`config.mk`:
```
export PLATFORM = sky130hd
export DESIGN_NAME = scsi_atn_parity_ctrl
export DESIGN_NICKNAME = d
export VERILOG_FILES = /design/src/rtl/scsi_atn_pkg.sv /design/src/rtl/scsi_par_check.sv /design/src/rtl/scsi_role_ctrl.sv /design/src/rtl/scsi_atn_ctrl.sv /design/src/rtl/scsi_atn_parity_ctrl.sv
export SDC_FILE = /design/constraint.sdc
export NUM_CORES = 1
export LEC_CHECK = 0
export CAP_MARGIN = 10
export CORE_AREA = 8 8 45 47
export CTS_BUF_LIST = sky130_fd_sc_hd__clkbuf_2 sky130_fd_sc_hd__clkbuf_4 sky130_fd_sc_hd__clkbuf_8
export CTS_CLUSTER_SIZE = 40
export DETAILED_ROUTE_END_ITERATION = 12
export DIE_AREA = 0 0 53 55
export MAX_ROUTING_LAYER = met4
export PLACE_DENSITY_LB_ADDON = 0.15
export SYNTH_ARGS = -nofsm -noshare
export SYNTH_HDL_FRONTEND = slang
export SYNTH_SLANG_ARGS = --single-unit
```
`constraint.sdc`:
```
create_clock -name clk -period 1.6 [get_ports clk]
set_input_delay 0.32 -clock clk [delete_from_list [all_inputs] [get_ports clk]]
set_output_delay 0.32 -clock clk [all_outputs]
set_load 0.05 [all_outputs]
```
`src/rtl/scsi_atn_pkg.sv`:
```
package scsi_atn_pkg;
  typedef enum logic {ROLE_INIT = 1'b0, ROLE_TGT = 1'b1} role_e;
  parameter int BUS_W = 8;
endpackage

```
`src/rtl/scsi_par_check.sv`:
```
module scsi_par_check #(
  parameter int DW  = 8,
  parameter bit ODD = 1'b1
) (
  input  logic          clk,
  input  logic          rst_n,
  input  logic          chk_en,
  input  logic [DW-1:0] data,
  input  logic          par,
  input  logic          req,
  input  logic          ack,
  input  logic          clr,
  output logic          hit,
  output logic          stat
);
  localparam int TOT_W = DW + 1;
  logic [TOT_W-1:0] word;
  logic ack_q, ack_rise, bad;

  assign word = {par, data};

  generate
    if (ODD) begin : g_odd
      assign bad = ~(^word);
    end else begin : g_even
      assign bad = ^word;
    end
  endgenerate

  always_ff @(posedge clk) begin
    if (!rst_n) ack_q <= 1'b0;
    else        ack_q <= ack;
  end

  assign ack_rise = ack && !ack_q && req;
  assign hit      = ack_rise && chk_en && bad;

  always_ff @(posedge clk) begin
    if (!rst_n)   stat <= 1'b0;
    else if (hit) stat <= 1'b1;
    else if (clr) stat <= 1'b0;
  end

  assert_no_report_disabled_R6: assert property (@(posedge clk) disable iff (!rst_n)
    (!$past(chk_en) && !$past(stat)) |-> !stat);
  assert_set_beats_clear_R9: assert property (@(posedge clk) disable iff (!rst_n)
    hit |=> stat);
endmodule

```
`src/rtl/scsi_role_ctrl.sv`:
```
module scsi_role_ctrl
  import scsi_atn_pkg::*;
(
  input  logic  clk,
  input  logic  rst_n,
  input  logic  wr,
  input  logic  wr_val,
  input  logic  link,
  output role_e role
);
  logic  pend_v;
  role_e pend_r;

  always_ff @(posedge clk) begin
    if (!rst_n) begin
      role   <= ROLE_INIT;
      pend_v <= 1'b0;
      pend_r <= ROLE_INIT;
    end else if (wr) begin
      if (!link) begin
        role   <= role_e'(wr_val);
        pend_v <= 1'b0;
      end else begin
        pend_v <= 1'b1;
        pend_r <= role_e'(wr_val);
      end
    end else if (!link && pend_v) begin
      role   <= pend_r;
      pend_v <= 1'b0;
    end
  end

  assert_role_hold_linked_R11: assert property (@(posedge clk) disable iff (!rst_n)
    $past(link) |-> $stable(role));
endmodule

```
`src/rtl/scsi_atn_ctrl.sv`:
```
module scsi_atn_ctrl (
  input  logic clk,
  input  logic rst_n,
  input  logic cfg_sel_atn,
  input  logic cfg_auto,
  input  logic initiator,
  input  logic link,
  input  logic sel_go,
  input  logic sel_tmo,
  input  logic phase_chg,
  input  logic err_hit,
  output logic atn,
  output logic sel
);
  logic sel_atn_q, err_atn_q, err_now;

  assign err_now = err_hit && cfg_auto && initiator;

  always_ff @(posedge clk) begin
    if (!rst_n) begin
      sel       <= 1'b0;
      sel_atn_q <= 1'b0;
    end else if (sel_go) begin
      sel       <= 1'b1;
      sel_atn_q <= cfg_sel_atn && initiator;
    end else if (sel_tmo) begin
      sel       <= 1'b0;
      sel_atn_q <= 1'b0;
    end else begin
      if (link)      sel       <= 1'b0;
      if (phase_chg) sel_atn_q <= 1'b0;
    end
  end

  always_ff @(posedge clk) begin
    if (!rst_n)         err_atn_q <= 1'b0;
    else if (err_now)   err_atn_q <= 1'b1;
    else if (phase_chg) err_atn_q <= 1'b0;
  end

  assign atn = sel_atn_q || err_atn_q || err_now;

  assert_atn_on_bad_byte_R8: assert property (@(posedge clk) disable iff (!rst_n)
    err_now |-> atn);
  assert_atn_held_after_err_R8: assert property (@(posedge clk) disable iff (!rst_n)
    err_now |=> atn);
  assert_tmo_drops_together_R3: assert property (@(posedge clk) disable iff (!rst_n)
    (sel_tmo && !sel_go && sel && !err_atn_q && !err_now) |=> (!sel && !atn));
  assert_sel_atn_rise_R2: assert property (@(posedge clk) disable iff (!rst_n)
    (sel_go && cfg_sel_atn && initiator) |=> (atn && sel));
endmodule

```
`src/rtl/scsi_atn_parity_ctrl.sv`:
```
module scsi_atn_parity_ctrl
  import scsi_atn_pkg::*;
#(
  parameter int DATA_W = BUS_W
) (
  input  logic              clk,
  input  logic              rst_n,
  input  logic              cfg_sel_atn,
  input  logic              cfg_par_chk,
  input  logic              cfg_atn_on_err,
  input  logic              role_wr,
  input  logic              role_wr_val,
  input  logic              link_up,
  input  logic              sel_go,
  input  logic              sel_tmo,
  input  logic              phase_chg,
  input  logic [DATA_W-1:0] bus_data,
  input  logic              bus_par,
  input  logic              bus_req,
  input  logic              bus_ack,
  input  logic              perr_clr,
  input  logic              irq_mask,
  output logic              atn_o,
  output logic              sel_o,
  output logic              perr_stat,
  output logic              irq_o,
  output logic              is_target
);
  role_e role;
  logic  err_hit;

  scsi_par_check #(.DW(DATA_W), .ODD(1'b1)) u_par (
    .clk(clk), .rst_n(rst_n), .chk_en(cfg_par_chk),
    .data(bus_data), .par(bus_par), .req(bus_req), .ack(bus_ack),
    .clr(perr_clr), .hit(err_hit), .stat(perr_stat)
  );

  scsi_role_ctrl u_role (
    .clk(clk), .rst_n(rst_n), .wr(role_wr), .wr_val(role_wr_val),
    .link(link_up), .role(role)
  );

  scsi_atn_ctrl u_atn (
    .clk(clk), .rst_n(rst_n), .cfg_sel_atn(cfg_sel_atn),
    .cfg_auto(cfg_atn_on_err && cfg_par_chk), .initiator(role == ROLE_INIT),
    .link(link_up), .sel_go(sel_go), .sel_tmo(sel_tmo),
    .phase_chg(phase_chg), .err_hit(err_hit), .atn(atn_o), .sel(sel_o)
  );

  assign is_target = (role == ROLE_TGT);
  assign irq_o     = perr_stat && irq_mask;

  assert_irq_needs_mask_R10: assert property (@(posedge clk) disable iff (!rst_n)
    !irq_mask |-> !irq_o);
endmodule

```
==> results of run 1 <==
## power breakdown
group | leakage, nW | internal [W] | switching, W
combinational | 0.319 | 0.000129 | 0.0000907
sequential | 0.0661 | 0.000210 | 0.00000583
clock | 0.0138 | 0.0000855 | 0.0000638
## flip-flops by register name, summed over array words and instances (netlist names)
name and count:
u_role.pend_r 1, u_par.stat 1, u_atn.err_atn_q 1, u_role.role 1, u_atn.sel 1, u_role.pend_v 1, u_atn.sel_atn_q 1, u_par.ack_q 1
## logic make-up after synthesis
family	after synthesis
AND/OR/NAND/NOR	26
flip-flops	8
AO/OA/AOI/OAI	7
XOR/XNOR	5
buffers and inverters	2
multiplexers	1
## routing by layer
layer,vias to the layer above,wire length [µm]
li1,248,-
met1,226,514
met2,15,760
met3,2,102
met4,0,9
met5,-,0
## worst min path at each step
stage / to / slack [ns] / cells after the start
6_report: u_role.pend_r / 0.47 / 2
5_1_grt: u_role.pend_r / 0.49 / 2
4_1_cts: u_role.pend_r / 0.47 / 2
3_5_place_dp: u_role.pend_r / 0.46 / 2
3_3_place_gp: u_role.pend_r / 0.45 / 2
2_1_floorplan: u_role.pend_v / 0.43 / 2
## worst max-delay path, delay by kind of cell
| kind | cells | cell delay, ns |
|---|---|---|
| muxes | 1 | 0.23 |
| buffers and inverters | 2 | 0.24 |
| xor gates and xnor gates | 2 | 0.58 |
| and+or+nand+nor | 1 | 0.10 |
## placed cells by master (no fill, tap or decap), drive strengths merged
| master | count |
|---|---|
| nand4b | 1 |
| o211ai | 1 |
| or2b | 2 |
| dlygate4sd2 | 3 |
| nand3b | 2 |
| dfxtp | 8 |
| or4b | 1 |
| nand2 | 6 |
| nor3b | 2 |
| inv | 2 |
| clkbuf | 5 |
| nor2 | 7 |
| o221a | 1 |
| xnor3 | 1 |
| dlymetal6s2s | 1 |
| xnor2 | 2 |
| xor3 | 1 |
| clkdlybuf4s50 | 10 |
| nor3 | 2 |
| buf | 18 |
| a21oi | 5 |
| xor2 | 1 |
| nand3 | 1 |
| and2 | 2 |
| clkdlybuf4s15 | 1 |
| mux2i | 1 |
## cell usage after synthesis
library cell / count / area, µm²
dfxtp_1: 8 / 160
nor2_1: 7 / 26.3
nand2_1: 6 / 22.5
a21oi_1: 5 / 25.0
and2_1: 2 / 12.5
inv_1: 2 / 7.51
nand3b_1: 2 / 15.0
nor3_1: 2 / 10.0
nor3b_1: 2 / 15.0
xnor2_1: 2 / 17.5
mux2i_1: 1 / 10.0
nand3_1: 1 / 5.00
nand4b_4: 1 / 23.8
o211ai_1: 1 / 7.51
o221a_2: 1 / 11.3
or2b_1: 1 / 7.51
or2b_2: 1 / 8.76
or4b_1: 1 / 10.0
xnor3_1: 1 / 22.5
xor2_1: 1 / 8.76
xor3_1: 1 / 23.8
## repair_timing
action | CTS | global route
pin swaps | 7 | 6
endpoints found under the setup margin | 1 | 2
resized for setup | 31 | 12
buffers inserted | 6 | 0
endpoints found under the hold margin | 0 | 0
## metrics by stage
| stage | utilization | worst slack [ns] | total power [W] | cell area (µm²) |
|---|---|---|---|---|
| 2_1_floorplan | - | -0.0334 | 0.000311 | 462 |
| 3_3_place_gp | 0.576 | -0.576 | 0.000422 | 797 |
| 3_5_place_dp | 0.576 | -0.598 | 0.000425 | 797 |
| 4_1_cts | 0.624 | -0.237 | 0.000588 | 863 |
| 5_1_grt | 0.621 | -0.248 | 0.000614 | 860 |
| 6_report | 0.621 | -0.196 | 0.000585 | 860 |
## layout make-up
cell class	count	area, µm²	share of cell area
clock buffer	3	22.5	0.0262
inverter	2	7.51	0.00873
timing repair buffer	35	322	0.374
tap	16	20.0	0.0233
sequential	8	161	0.188
multi-input combinational	39	327	0.380
==> impl_metrics.tcl, run 1 <==
set metrics [dict create \
    run_status "finished, violations left" \
    violations "setup timing" \
    post_cts_hold_buffer_count 0 \
    grt_first_pass_wirelength_mm 2.19 \
    start_util 0.325 \
    antenna-diode-count 0 \
    clock-sinks 8 \
    r2r-end "u_atn.err_atn_q" \
    hold_viol 0 \
    drv.max_cap_violation_count 0 \
    die-width_um 53 \
    vias_in_the_first_global_route 537 \
    globalplace.congestion 0.724 \
    ctsHtreeMaxLevel 1 \
    cts.path.max_buffers 2 \
    timing_max_transition_violations_final 0 \
    layout.nets 113 \
    die_height_um 55 \
    timing.critical_path.arrival_ns 1.48 \
    drc 0 \
    clock_tree.root_cell "clkbuf_4" \
    timing.hold.worst.start "u_role.pend_r" \
    vias 491 \
    seq_area_frac_synth 0.356 \
    synthesis.area_per_instance_um2 9.19 \
    route.antenna.remaining_nets 0 \
    met1_usage 0.107 \
    worstPathMaxFanout 2 \
    critPathRequiredTime_ns 1.28 \
    worstPathCellList "buf_6, xnor2_2, xnor3_1, mux2i_2, nand2_2, buf_12" \
    final.period_utilization 1.12 \
    worstMarginPinSlew_ns 0.232 \
    avgRoutedWirePerCell_um 13.5 \
    hold-worst-slack_ns 0.466 \
    highest_delay_cell_along_the_critical_path "xnor3_1" \
    reg2reg_setup_slack_ns 0.16 \
    cp-startpoint "bus_par" \
    hold_crit_class "register to register" \
    grt_antenna_before_repair 0 \
    maxClockFrequency_ghz 0.557 \
    grt_setup_unrepaired "yes" \
    cts_made_buffers 3 \
    crit_path_max_incr_delay_ns 0.45 \
    final_hpwl_from_detailed_placement_mm 1.03 \
    final_period_minus_worst_setup_slack_ns 1.80 \
    post_synth_instance_area_um2 450 \
    clk-insertion-delay-late_ns 0.25 \
    largest_clock_skew_in_the_final_design_ns 0.00208 \
    drive_above_1_share 0.402 \
    clk_transition_reported_paths_ns 0.05 \
    rows 14 \
    global_routing_usage_summed_across_all_routing_layers 0.105 \
    drtPass1Iterations 3 \
    grt_most_used_layer "met2" \
    number_of_input_and_output_port_buffers_inserted 28 \
    grt_start_max_net_pins 7 \
    static-leakage-power_nw 0.399 \
    drt-initial-drc-count 4 \
    grtUsageMet3 0.0321 \
    number_of_cells_on_the_worst_reg_to_reg_path 7 \
    die-area_um2 2920 \
    wirelength_mm 1.39 \
    synth_nets 73 \
    fin_cells 103 \
    synth-adder-area-share 0 \
    start_kind "input pin" \
    post_synth_and_or_nand_nor_area_fraction 0.347 \
    ys_seq_elements 8 \
    drt-vias-per-instance 4.77 \
    main_combinational_cell_family_by_area_after_synthesis "simple AND/OR/NAND/NOR gates" \
    end_kind "output port" \
    timing.setup.critical_path_class "input pin to output port" \
    power-per-cell-area_nw_per_um2 681 \
    synthMuxAreaShare 0.0222 \
    setup-violations-final 1 \
    io_pins 29 \
    aggregate_negative_setup_slack_ns -0.196 \
    pnr_worst_setup_slack_ns -0.196 \
    grt.met2_usage 0.170 \
    slew_headroom 0.845 \
    post_synthesis_share_of_cell_area_spent_on_xor_and_xnor_gates 0.161 \
    core_area_um2 1380 \
    synth_compound_area_frac 0.0972 \
    worstReg2RegStart "u_role.role" \
    placed_cells_incl_taps 96 \
    n_fill_cell 138 \
    yosysWarningCount 0 \
    syn_to_final_growth_pct 90.8 \
    synth_cell_type_count 21 \
    post_synth_inst_count 49 \
    tritoncts "yes" \
    critPathCapture "atn_o" \
    globalRoute.totalOverflow 0 \
    power.ir.vdd_worst_uv 451 \
]
(Power assumes the default switching activity.)
==> run 2: changes to the inputs <==
--- a/config.mk
+++ b/config.mk
@@ -11,6 +11,7 @@
 export CTS_CLUSTER_SIZE = 40
 export DETAILED_ROUTE_END_ITERATION = 12
 export DIE_AREA = 0 0 53 55
+export GPL_ROUTABILITY_DRIVEN = 1
 export MAX_ROUTING_LAYER = met4
 export PLACE_DENSITY_LB_ADDON = 0.15
 export SYNTH_ARGS = -nofsm -noshare
==> results of run 2 <==
The final DEF is identical to that of run 1; final timing and power are the same.
==> run 3: changes to the inputs <==
--- a/config.mk
+++ b/config.mk
@@ -6,14 +6,15 @@
 export NUM_CORES = 1
 export LEC_CHECK = 0
 export CAP_MARGIN = 10
-export CORE_AREA = 8 8 45 47
+export CORE_AREA = 2 2 39 41
 export CTS_BUF_LIST = sky130_fd_sc_hd__clkbuf_2 sky130_fd_sc_hd__clkbuf_4 sky130_fd_sc_hd__clkbuf_8
 export CTS_CLUSTER_SIZE = 40
 export DETAILED_ROUTE_END_ITERATION = 12
-export DIE_AREA = 0 0 53 55
+export DIE_AREA = 0 0 41 43
 export GPL_ROUTABILITY_DRIVEN = 1
 export MAX_ROUTING_LAYER = met4
 export PLACE_DENSITY_LB_ADDON = 0.15
 export SYNTH_ARGS = -nofsm -noshare
 export SYNTH_HDL_FRONTEND = slang
+export SYNTH_HIERARCHICAL = 1
 export SYNTH_SLANG_ARGS = --single-unit
==> run 3 against run 2 <==
  * Global-route usage grew 3.0 points
  * Utilization is 1.5 points lower
  * Worst setup slack got worse by 0.080 ns
  * Hold slack improved by 0.028 ns
  * Combinational power barely moved
  * Area after synthesis fell by 3.3%
  * Die area down 40%
  * Largest power group unchanged
  * The run still ends with setup timing left
  * Synthesized cell count decreased by 4.1%
==> impl_metrics.tcl, run 3 <==
set metrics [dict create \
    grt_setup_unrepaired "yes" \
    pre_cts_ws_ns -0.695 \
    setup-violations-final 1 \
    rows 14 \
    maxClockFrequency_ghz 0.533 \
    drtPass1Iterations 2 \
    post_cts_hold_buffer_count 0 \
    number_of_cells_on_the_worst_reg_to_reg_path 5 \
    power-per-cell-area_nw_per_um2 697 \
    wirelength_um 952 \
    drive_above_1_share 0.318 \
    worstMarginPinSlew_ns 0.230 \
    cts.path.max_buffers 2 \
    route.antenna.remaining_nets 0 \
    mostFrequentLayoutCell "clkdlybuf4s50_1" \
    syn_to_final_growth_pct 92.5 \
    globalRoute.totalOverflow 0 \
    synth-edff-count 0 \
    number_of_input_and_output_port_buffers_inserted 28 \
    run_status "finished, violations left" \
    start_kind "input pin" \
    yosysWarningCount 6 \
    n_fill_cell 142 \
    cts_made_buffers 3 \
    antenna-diode-count 0 \
    global_routing_usage_summed_across_all_routing_layers 0.136 \
    timing.setup.critical_path_class "input pin to output port" \
    final_period_minus_worst_setup_slack_ns 1.88 \
    layout.core_utilization 0.606 \
    hold-worst-slack_ns 0.494 \
    tritoncts "yes" \
    synth_top_area_share 0.368 \
    largest_clock_skew_in_the_final_design_ns 0.000732 \
    worstPathMaxFanout 2 \
    drv.max_cap_violation_count 0 \
    core_area_um2 1380 \
    grt_first_pass_wirelength_mm 1.53 \
    drt-vias-per-instance 4.55 \
    synth_nets 71 \
    clk-insertion-delay-late_ns 0.25 \
    avgRoutedWirePerCell_um 9.43 \
    grt_antenna_before_repair 0 \
    synthDominantAreaCellType "dfxtp_1" \
    final_hpwl_from_detailed_placement_um 787 \
    critPathRequiredTime_ns 1.28 \
    synthesis.area_per_instance_um2 9.26 \
    hold_viol 0 \
    timing.critical_path.arrival_ns 1.56 \
    slew_headroom 0.847 \
    synth_cell_type_count 24 \
    pnr_worst_setup_slack_ns -0.276 \
    final.period_utilization 1.17 \
    drt-initial-drc-count 3 \
    worstPathCellList "buf_6, xnor2_2, xnor3_1, xnor2_1, and2_1, nand3_2, nand2_4, buf_12" \
    post_synth_inst_count 47 \
    ctsHtreeMaxLevel 1 \
    end_kind "output port" \
    vias 460 \
    die-area_um2 1760 \
    dominantRegCellSynth "dfxtp_1" \
    layout.nets 111 \
    die_height_um 43 \
    timing_max_transition_violations_final 0 \
    highest_delay_cell_along_the_critical_path "xnor3_1" \
    post_synth_instance_area_um2 435 \
    seq_area_frac_synth 0.368 \
    io_pins 29 \
    die-width_um 41 \
    static-leakage-power_nw 0.379 \
    mostFrequentLayoutCells "15 x clkdlybuf4s50_1, 10 x buf_4, 8 x dfxtp_1" \
    violations "setup timing" \
    crit_path_max_incr_delay_ns 0.43 \
    power.ir.vdd_worst_uv 518 \
    clk_transition_reported_paths_ns 0.05 \
    yosysMostFrequentCell "dfxtp_1" \
    aggregate_negative_setup_slack_ns -0.276 \
    start_util 0.315 \
    synthTopCellsByCount "8 x dfxtp_1, 5 x nor2_1, 4 x and2_1, 4 x nand2_1, 4 x xnor2_1" \
    grt_start_max_net_pins 10 \
    globalplace.congestion 0.684 \
    hold-path-cell-count 2 \
    clock_tree.root_cell "clkbuf_4" \
    top_area_cells_in_the_synthesized_netlist "dfxtp_1 37%, xnor2_1 8.0%, and2_1 5.7%, xnor3_1 5.2%, nor2_1 4.3%" \
    ys_seq_elements 8 \
    vias_in_the_first_global_route 426 \
    synthArstFlopShare 0 \
    hold_crit_class "register to register" \
    drc 0 \
    clock-sinks 8 \
]
-- run 3: critical path: cells and delay by family --
family	cells	cell delay (ns)
buf+inv	2	0.25
simple gates	3	0.30
xor+xnor	3	0.69
-- run 3: kinds of logic after synthesis --
logic type             Yosys count  share of synthesized area
AO/OA/AOI/OAI                    5                     0.0862
XOR/XNOR                         7                      0.172
buffers and inverters            1                    0.00861
flip-flops                       8                      0.368
multiplexers                     1                     0.0230
AND/OR/NAND/NOR                 25                      0.342
-- run 3: metrics by stage --
step	std cells	instance area, µm²	total power, W
finish	101	838	0.000585
CTS	99	817	0.000575
detailed placement	95	798	0.000421
global placement	95	798	0.000419
global route	101	838	0.000626
floorplan	47	455	0.000309
-- run 3: cell type report --
type	instances	area, µm²	area share
timing repair buffer	35	325	0.388
tap	16	20.0	0.0239
inverter	1	3.75	0.00448
clock buffer	3	22.5	0.0269
multi-input combinational	38	307	0.366
sequential	8	160	0.191
-- run 3: repair_timing --
action,4_1_cts,5_1_grt
pin swaps,8,6
resized for setup,20,6
endpoints found under the setup margin,3,1
buffers inserted,1,2
-- run 3: path summary, 6_finish.rpt --
check | start | to | slack (ns)
max | bus_data[7] | atn_o | -0.28
min | u_role/pend_v | u_role/pend_v | 0.49
max reg2reg | u_par/ack_q | u_par/stat | 0.47
min reg2reg | u_role/pend_v | u_role/pend_v | 0.49
-- run 3: metal layers --
layer  wire [µm]  share of wire  up-vias  GRT usage
met5           0              0        -          -
li1            -              -      242          -
met3          69          0.072        0     0.0785
met2         497           0.52       14      0.219
met4           0              0        0     0.0400
met1         385           0.40      204      0.131
-- run 3: report_power, final --
part           total (W)  switching (W)  leakage (nW)  internal (W)
clock           0.000148      0.0000628        0.0138     0.0000854
sequential      0.000214     0.00000485        0.0657      0.000209
combinational   0.000222      0.0000831         0.299      0.000139
total           0.000585       0.000151         0.379      0.000434
